$ cat src/rtl/errIrqPkg.sv
package errIrqPkg;
  localparam int ADDR_W = 2;
  localparam logic [ADDR_W-1:0] ADDR_CTL  = 2'd0;
  localparam logic [ADDR_W-1:0] ADDR_ERR  = 2'd1;
  localparam logic [ADDR_W-1:0] ADDR_ACK  = 2'd2;
  localparam logic [ADDR_W-1:0] ADDR_STAT = 2'd3;

  localparam int CTL_GERR_EN = 0;
  localparam int CTL_EVTQ_EN = 1;

  localparam int NUM_SRC  = 4;
  localparam int SRC_EVTQ = 0;
  localparam int SRC_CMD  = 1;
  localparam int SRC_PRIQ = 2;
  localparam int SRC_GERR = 3;

  typedef struct packed {
    logic gerrApply;
    logic ctlWr;
    logic ackWr;
    logic statusRd;
  } ctrlStrobes_t;
endpackage

$ cat src/rtl/errIrqControl.sv
module errIrqControl
  import errIrqPkg::*;
(
  input  logic                 clk,
  input  logic                 rstN,
  input  logic                 evtqReq,
  input  logic                 cmdSyncReq,
  input  logic                 priqReq,
  input  logic                 gerrReq,
  input  logic                 regWrEn,
  input  logic                 regRdEn,
  input  logic [ADDR_W-1:0]    regAddr,
  input  logic                 newErrAny,
  input  logic                 gerrEn,
  input  logic                 evtqEn,
  output ctrlStrobes_t         strobes,
  output logic [NUM_SRC-1:0]   irqPulse
);
  logic [NUM_SRC-1:0] fire;

  always_comb begin
    strobes.gerrApply = gerrReq;
    strobes.ctlWr     = regWrEn && (regAddr == ADDR_CTL);
    strobes.ackWr     = regWrEn && (regAddr == ADDR_ACK);
    strobes.statusRd  = regRdEn && (regAddr == ADDR_STAT);
  end

  always_comb begin
    fire[SRC_EVTQ] = evtqReq && evtqEn;
    fire[SRC_CMD]  = cmdSyncReq;
    // page-request interrupts are not supported: the request is dropped
    fire[SRC_PRIQ] = priqReq && 1'b0;
    fire[SRC_GERR] = gerrReq && newErrAny && gerrEn;
  end

  for (genvar s = 0; s < NUM_SRC; s++) begin : g_pulse
    always_ff @(posedge clk or negedge rstN) begin
      if (!rstN) irqPulse[s] <= 1'b0;
      else       irqPulse[s] <= fire[s];
    end
  end
endmodule

$ cat src/rtl/errIrqDatapath.sv
module errIrqDatapath
  import errIrqPkg::*;
#(
  parameter int ERR_W = 32
) (
  input  logic               clk,
  input  logic               rstN,
  input  ctrlStrobes_t       strobes,
  input  logic [ERR_W-1:0]   gerrMask,
  input  logic [ADDR_W-1:0]  regAddr,
  input  logic [ERR_W-1:0]   regWrData,
  output logic               newErrAny,
  output logic               gerrEn,
  output logic               evtqEn,
  output logic [ERR_W-1:0]   errVal,
  output logic [ERR_W-1:0]   ackVal,
  output logic [ERR_W-1:0]   regRdData
);
  logic [ERR_W-1:0] errReg, ackReg, pendingBits, newBits, ackToggled;
  logic [1:0]       ctlReg;
  logic             misuseFlag, misuseNow;

  always_comb begin
    pendingBits = errReg ^ ackReg;
    newBits     = strobes.gerrApply ? (gerrMask & ~pendingBits) : '0;
    newErrAny   = |newBits;
    ackToggled  = ackReg ^ regWrData;
    misuseNow   = strobes.ackWr && |(ackToggled & ~pendingBits);
  end

  always_ff @(posedge clk or negedge rstN) begin
    if (!rstN) begin
      errReg     <= '0;
      ackReg     <= '0;
      ctlReg     <= '0;
      misuseFlag <= 1'b0;
    end else begin
      errReg <= errReg ^ newBits;
      if (strobes.ackWr) ackReg <= regWrData;
      if (strobes.ctlWr) ctlReg <= regWrData[1:0];
      if (misuseNow)             misuseFlag <= 1'b1;
      else if (strobes.statusRd) misuseFlag <= 1'b0;
    end
  end

  always_comb begin
    regRdData = '0;
    unique case (regAddr)
      ADDR_CTL:  regRdData[1:0] = ctlReg;
      ADDR_ERR:  regRdData      = errReg;
      ADDR_ACK:  regRdData      = ackReg;
      ADDR_STAT: regRdData[0]   = misuseFlag;
      default:   regRdData      = '0;
    endcase
  end

  assign gerrEn = ctlReg[CTL_GERR_EN];
  assign evtqEn = ctlReg[CTL_EVTQ_EN];
  assign errVal = errReg;
  assign ackVal = ackReg;
endmodule

$ cat src/rtl/errIrqCtrl.sv
module errIrqCtrl
  import errIrqPkg::*;
#(
  parameter int ERR_W = 32
) (
  input  logic              clk,
  input  logic              rstN,
  input  logic              evtqReq,
  input  logic              cmdSyncReq,
  input  logic              priqReq,
  input  logic              gerrReq,
  input  logic [ERR_W-1:0]  gerrMask,
  input  logic              regWrEn,
  input  logic              regRdEn,
  input  logic [1:0]        regAddr,
  input  logic [ERR_W-1:0]  regWrData,
  output logic [ERR_W-1:0]  regRdData,
  output logic              evtqIrq,
  output logic              cmdSyncIrq,
  output logic              priqIrq,
  output logic              gerrIrq
);
  ctrlStrobes_t       strobes;
  logic [NUM_SRC-1:0] irqPulse;
  logic               newErrAny, gerrEn, evtqEn;
  logic [ERR_W-1:0]   errVal, ackVal;

  errIrqControl ctl_i (
    .clk(clk), .rstN(rstN),
    .evtqReq(evtqReq), .cmdSyncReq(cmdSyncReq), .priqReq(priqReq), .gerrReq(gerrReq),
    .regWrEn(regWrEn), .regRdEn(regRdEn), .regAddr(regAddr),
    .newErrAny(newErrAny), .gerrEn(gerrEn), .evtqEn(evtqEn),
    .strobes(strobes), .irqPulse(irqPulse)
  );

  errIrqDatapath #(.ERR_W(ERR_W)) dp_i (
    .clk(clk), .rstN(rstN), .strobes(strobes), .gerrMask(gerrMask),
    .regAddr(regAddr), .regWrData(regWrData),
    .newErrAny(newErrAny), .gerrEn(gerrEn), .evtqEn(evtqEn),
    .errVal(errVal), .ackVal(ackVal), .regRdData(regRdData)
  );

  assign evtqIrq    = irqPulse[SRC_EVTQ];
  assign cmdSyncIrq = irqPulse[SRC_CMD];
  assign priqIrq    = irqPulse[SRC_PRIQ];
  assign gerrIrq    = irqPulse[SRC_GERR];
endmodule

$ cat config.mk
export PLATFORM = sky130hd
export DESIGN_NAME = errIrqCtrl
export DESIGN_NICKNAME = d
export VERILOG_FILES = /design/src/rtl/errIrqPkg.sv /design/src/rtl/errIrqControl.sv /design/src/rtl/errIrqDatapath.sv /design/src/rtl/errIrqCtrl.sv
export SDC_FILE = /design/constraint.sdc
export NUM_CORES = 1
export LEC_CHECK = 0
export BUFFER_PORTS_ARGS = -buffer_cell sky130_fd_sc_hd__buf_4
export CORE_MARGIN = 4
export CORE_UTILIZATION = 40
export CTS_BUF_LIST = sky130_fd_sc_hd__clkbuf_8
export DETAILED_ROUTE_END_ITERATION = 6
export PLACE_DENSITY = 0.73
export SLEW_MARGIN = 25
export SYNTH_ARGS = -nofsm -noshare
export SYNTH_HDL_FRONTEND = slang
export SYNTH_HIERARCHICAL = 1
export SYNTH_SLANG_ARGS = --single-unit
$ cat constraint.sdc
create_clock -name clk -period 1.6 [get_ports clk]
set_clock_uncertainty 0.15 [all_clocks]
set_input_delay 0 -clock clk [delete_from_list [all_inputs] [get_ports clk]]
set_output_delay 0 -clock clk [all_outputs]
set_load 0.02 [all_outputs]
Word level (Yosys, flattened, before mapping)
Index checks and enable logic that the tools add are counted.
{"block": "word_totals", "regBits": 70, "in_bits": 74, "out_inout_bits": 36, "word_cells": 33}
{"block": "op_classes", "eq_ne": 3, "n_mux": 6, "bitwise": 6, "reduce_logical": 11}
{"cell": "$xor 32x32->32", "n": 3}
{"cell": "$and 32x32->32", "n": 2}
{"cell": "$reduce_or 32->1", "n": 2}
{"cell": "$pmux 30 s2", "n": 1}
{"cell": "$mux 32", "n": 1}
{"cell": "$not 32->32", "n": 1}
{"cell": "$logic_and 1x1->1", "n": 7}
{"cell": "$eq 2x2->1 const B", "n": 2}
{"cell": "$pmux 1 s4", "n": 1}
{"cell": "$pmux 1 s3", "n": 1}
{"cell": "$eq 2x1->1 const B", "n": 1}
{"cell": "$logic_not 2->1", "n": 1}
{"cell": "$mux 1", "n": 2}
{"cell": "$reduce_bool 2->1", "n": 1}

Longest topological paths before layout
{"block": "depth", "depth_word": 7, "ltp_mapped": 6, "mapped_depth_nobuf": 6}

Modules after synthesis
The synthesis kept the hierarchy.
{"module": "errIrqDatapath", "instances": 1, "cells_per_inst": 453, "area_each_um2": 4102.7, "seq_area_each_um2": 1676.6}
{"module": "errIrqControl", "instances": 1, "cells_per_inst": 11, "area_each_um2": 135.1, "seq_area_each_um2": 75.1}

Worst setup path before layout
OpenSTA, ideal clock, no wires.
{"block": "synth_timing", "path_type": "register to register", "start": "register dp_i.ackReg[31] (netlist: dp_i/ackVal[31])", "end": "register ctl_i.irqPulse[3]", "setup_time_ns": 0.120, "arrival_time_ns": 1.442, "t_required_ns": 1.330, "setup_slack_ns": -0.112, "stages_incl_launch_ff": 7, "n_path_buf": 0, "period_less_slack_ns": 1.712, "cell_sequence": "dfrtp_1 -> xnor2_1 -> a22o_1 -> a221oi_2 -> nand4_1 -> o31a_1 -> and3_1"}
{"block": "synth_between", "elab_chain_len": 7}
{"item": "start, declared", "line_no": "errIrqDatapath.sv:19", "text": "logic [ERR_W-1:0] errReg, ackReg, pendingBits, newBits, ackToggled;"}
{"item": "start signal, assigned", "line_no": "errIrqDatapath.sv:39", "text": "if (strobes.ackWr) ackReg <= regWrData;"}
{"item": "$xor 32x32->32", "line_no": "errIrqDatapath.sv:24", "text": "pendingBits = errReg ^ ackReg;"}
{"item": "$not 32->32", "line_no": "errIrqDatapath.sv:25", "text": "newBits = strobes.gerrApply ? (gerrMask & ~pendingBits) : '0;"}
{"item": "$and 32x32->32", "line_no": "errIrqDatapath.sv:25"}
{"item": "$mux 32", "line_no": "errIrqDatapath.sv:25"}
{"item": "$reduce_or 32->1", "line_no": "errIrqDatapath.sv:26", "text": "newErrAny = |newBits;"}
{"item": "via newErrAny", "line_no": "errIrqCtrl.sv:25", "text": "logic newErrAny, gerrEn, evtqEn;"}
{"item": "$logic_and 1x1->1 (2 in a row)", "line_no": "errIrqControl.sv:33", "text": "fire[SRC_GERR] = gerrReq && newErrAny && gerrEn;"}
{"item": "via ctl_i.fire[3]", "line_no": "errIrqControl.sv:19", "text": "logic [NUM_SRC-1:0] fire;"}
{"item": "end signal, assigned by index", "line_no": "errIrqControl.sv:39", "text": "else irqPulse[s] <= fire[s];"}
{"item": "end, declared", "line_no": "errIrqControl.sv:17", "text": "output logic [NUM_SRC-1:0] irqPulse"}
The timed path passes the listed nets, and every way through them passes these cells.
A chain may end at the register's enable or synchronous reset.

Worst setup path after layout
{"block": "layout_timing", "start": "register dp_i.errReg[11] (netlist: dp_i/errVal[11])", "end": "register dp_i.misuseFlag"}
{"block": "layout_between", "elab_chain_len": 6, "elab_cells_between_ends": 7, "cone_classes": "mux (1); bitwise (3); reduce/logical (3)"}
{"item": "start, declared", "line_no": "errIrqDatapath.sv:19"}
{"item": "start signal, assigned", "line_no": "errIrqDatapath.sv:38", "text": "errReg <= errReg ^ newBits;"}
{"item": "$xor 32x32->32 *", "line_no": "errIrqDatapath.sv:24"}
{"item": "$not 32->32 *", "line_no": "errIrqDatapath.sv:28", "text": "misuseNow = strobes.ackWr && |(ackToggled & ~pendingBits);"}
{"item": "$and 32x32->32 *", "line_no": "errIrqDatapath.sv:28"}
{"item": "$reduce_or 32->1 *", "line_no": "errIrqDatapath.sv:28"}
{"item": "$logic_and 1x1->1 *", "line_no": "errIrqDatapath.sv:28"}
{"item": "$mux 1 / $reduce_bool 2->1 (equally long branches)"}
{"item": "end signal, assigned", "line_no": "errIrqDatapath.sv:36", "text": "misuseFlag <= 1'b0;"}
{"item": "end signal, assigned", "line_no": "errIrqDatapath.sv:41", "text": "if (misuseNow) misuseFlag <= 1'b1;"}
{"item": "end signal, assigned", "line_no": "errIrqDatapath.sv:42", "text": "else if (strobes.statusRd) misuseFlag <= 1'b0;"}
{"item": "end, declared", "line_no": "errIrqDatapath.sv:21", "text": "logic misuseFlag, misuseNow;"}
Mark *: on every way between the ends. The rest lies on a longest branch, timed or not.

==> results.sh <==
export IMPL_area_delta_synth_final_pct=65.9
export IMPL_grt_pass1_wl_um=23500
export IMPL_ir_drop_mv=0.579
export IMPL_avgSynthCellArea_um2=9.13
export IMPL_syn_inst=464
export IMPL_grt_total_usage_pct=23.3
export IMPL_fillers=787
export IMPL_fmax_mhz=537
export IMPL_setup_viol=4
export IMPL_fp_dieH_um=111
export IMPL_end_kind="flip-flop"
export IMPL_maxSlewViolCount=0
export IMPL_period_minus_slack_ns=1.86
export IMPL_drive_above_1_share_pct=35.3
export IMPL_cts_sinks=70
export IMPL_p_total_mw=6.58
export IMPL_std_cell_rows=37
export IMPL_p_int_mw=4.26
export IMPL_dr_pass1_iters=5
export IMPL_cp_arrival_ns=1.94
export IMPL_drc=0
export IMPL_final_cell_mix="buf_4 (185), nand2_1 (95), dlygate4sd3_1 (92), dfrtp_1 (70), a22oi_1 (35)"
export IMPL_pwr_share_comb_pct=43.2
export IMPL_violations="negative setup slack"
export IMPL_cts_buffers=9
export IMPL_postRouteWirelength_um=14700
export IMPL_seqCellArea_um2=1750
export IMPL_ys_warn_count=6
export IMPL_die_width_um=111
export IMPL_hold_path_class="in -> async"
export IMPL_rsz0062_at_grt="yes"
export IMPL_gp_congestion=0.836
export IMPL_dp_hpwl_um=10000
export IMPL_grt_ovfl_total=0
export IMPL_max_cap_viol_count=0
export IMPL_stdcell_area_um2=7030
export IMPL_p_leak_nw=3.13
export IMPL_nets=822
export IMPL_seqPwrFrac_pct=37.0
export IMPL_synth_seq_cells=70
export IMPL_post_route_period_util_pct=116
export IMPL_insertedDiodeCount=0
export IMPL_power_density_nw_per_um2=937
export IMPL_cts_reportedPaths_clkPinSlew_ns=0.08
export IMPL_hold_viol_final=0
export IMPL_pre_cts_ws_ns=-0.349
export IMPL_clockBufferDepth=2
export IMPL_slowest_delay_ns=0.41
export IMPL_route_detailed_wl_per_inst_um=16.6
export IMPL_final_common_cell="buf_4"
export IMPL_cp_start_kind="flip-flop"
export IMPL_setup_ws_ns=-0.263
export IMPL_grt_max_degree=42
export IMPL_syn_num_nets=544
export IMPL_ys_types=33
export IMPL_htree_levels=3
export IMPL_cts_root_buffer="clkbuf_8"
export IMPL_r2r_slack_ns=-0.26
export IMPL_die_area_um2=12300
export IMPL_detail_route_iter0_violations=261
export IMPL_p_sw_share_pct=35.3
export IMPL_cp_cell_sequence="nand2b_1 -> o22ai_1 -> nor4_2 -> nand4_1 -> o41ai_2 -> o21ai_1"
export IMPL_dr_total_vias=4693
export IMPL_initial_core_util_pct=41.0
export IMPL_ant_nets=0
export IMPL_crit_buf_inv=0
export IMPL_crit_family="simple AND/OR/NAND/NOR gates"
export IMPL_placed_cell_area_um2=5740
export IMPL_critPathKind="reg -> reg"
export IMPL_worst_path_max_delay_cell="dfrtp_1"
export IMPL_netlist_area_um2=4240
export IMPL_clkLatencyLatePin_ns=0.35
export IMPL_grt_antenna_before_repair=0
export IMPL_totalNegativeSetupSlack_ns=-0.634
export IMPL_switching_power_mw=2.32
export IMPL_fp_coreArea_um2=10300
export IMPL_portBuffers=107
export IMPL_seq_area_frac_synth_pct=41.3
export IMPL_drt_vias_per_instance=5.31
export IMPL_ios=110
export IMPL_grt_pass1_vias=4854
export IMPL_power_share_clock_pct=19.8
export IMPL_cp_required_ns=1.68
export IMPL_multi_input_area_um2=2490
export IMPL_cts_tree="built"
export IMPL_status="complete, but fails checks"
export IMPL_worstPathMaxFanout=4
## power groups by stage
stage	logic, mW	registers (mW)	clock network [mW]
after floorplan	1.21	2.49	0
after global placement	2.41	2.42	0
after detailed placement	2.47	2.46	0
after CTS	2.71	2.42	1.32
after global routing	3.07	2.49	1.40
final	2.85	2.44	1.30
## what timing repair did
action,CTS,global route
buffers inserted,2,7
resized for setup,8,16
pin swaps,5,8
endpoints found under the setup margin,5,12
hold endpoints to repair,140,0
hold buffers,95,0
## synth_stat cells
master,count,area (um2)
xnor2_1,28,245
inv_1,4,15.0
o21ai_0,31,155
clkbuf_1,17,63.8
nand2b_1,26,163
and3_1,1,6.26
dfrtp_1,70,1750
a211oi_1,6,45.0
nor2b_1,30,188
and3b_1,1,8.76
mux2_2,33,372
o22ai_1,22,138
and3_2,1,7.51
and2_1,1,6.26
o2111ai_1,2,17.5
nand2_1,95,357
mux2i_1,1,10.0
a21oi_1,4,20.0
ha_1,6,75.1
nor3b_2,1,12.5
nor4_1,4,25.0
o21ai_1,1,5.00
a22oi_1,38,285
a221oi_2,4,60.1
buf_4,2,15.0
conb_1,1,3.75
o31a_1,1,8.76
o41ai_1,1,8.76
a222oi_1,2,20.0
nand4_1,5,31.3
a31oi_1,2,12.5
a22o_1,4,35.0
nor2_1,19,71.3
## worst reg2reg max path: stages (launching register included)
cell and delay (ns):
dfrtp_1 0.41, nand2b_1 0.12, o22ai_1 0.12, nor4_2 0.33
nand4_1 0.16, o41ai_2 0.36, o21ai_1 0.10
## through the flow
stage | util [%] | hold slack [ns] | std cells
floorplan | - | -0.446 | 464
global placement | 55.6 | -0.183 | 765
detailed placement | 55.6 | -0.180 | 765
CTS | 67.0 | 0.000386 | 878
global route | 68.1 | 0.0290 | 883
finish | 68.1 | 0.00346 | 883
## layer usage
| layer | up-vias | wire [um] | global-route usage, % |
|---|---|---|---|
| met5 | - | 0 | 0 |
| met4 | 0 | 199 | 6.81 |
| met3 | 21 | 775 | 3.88 |
| met2 | 147 | 7400 | 40.8 |
| met1 | 2304 | 6310 | 29.6 |
| li1 | 2221 | - | - |
## cells by family after synthesis
group           share of synthesized area, %
simple gates                            20.7
compound gates                          19.1
flops                                   41.3
mux                                     9.01
xor+xnor                                5.79
buf+inv                                 2.21
fa+ha+maj                               1.77
other cells                           0.0885
## path summary, 6_finish.rpt
path                                  from         endpoint  depth (start not counted)
hold reg to reg            dp_i/ackVal[27]  dp_i/errVal[27]                          1
hold / removal                        rstN  dp_i/ackVal[25]                          2
setup reg to reg           dp_i/errVal[11]  dp_i/misuseFlag                          6
max in group asynchronous             rstN  dp_i/ackVal[12]                          3
setup / recovery           dp_i/errVal[11]  dp_i/misuseFlag                          6
min in group clk                   gerrReq  dp_i/errVal[11]                          3
## sequential cells by signal (all words and copies together) (netlist names)
name,flops
dp_i/misuseFlag,1
dp_i/errVal,32
dp_i/ackVal,32
ctl_i/irqPulse,3
dp_i/ctlReg,2
## area by class of cell
type,instances,share of cell area (%)
Tap cell,136,2.42
Clock buffer,9,1.76
Timing Repair Buffer,286,34.6
Sequential cell,70,24.9
Inverter,4,0.214
Clock inverter,7,0.712
Multi-Input combinational cell,371,35.4
Power figures use the tool's default switching activity.
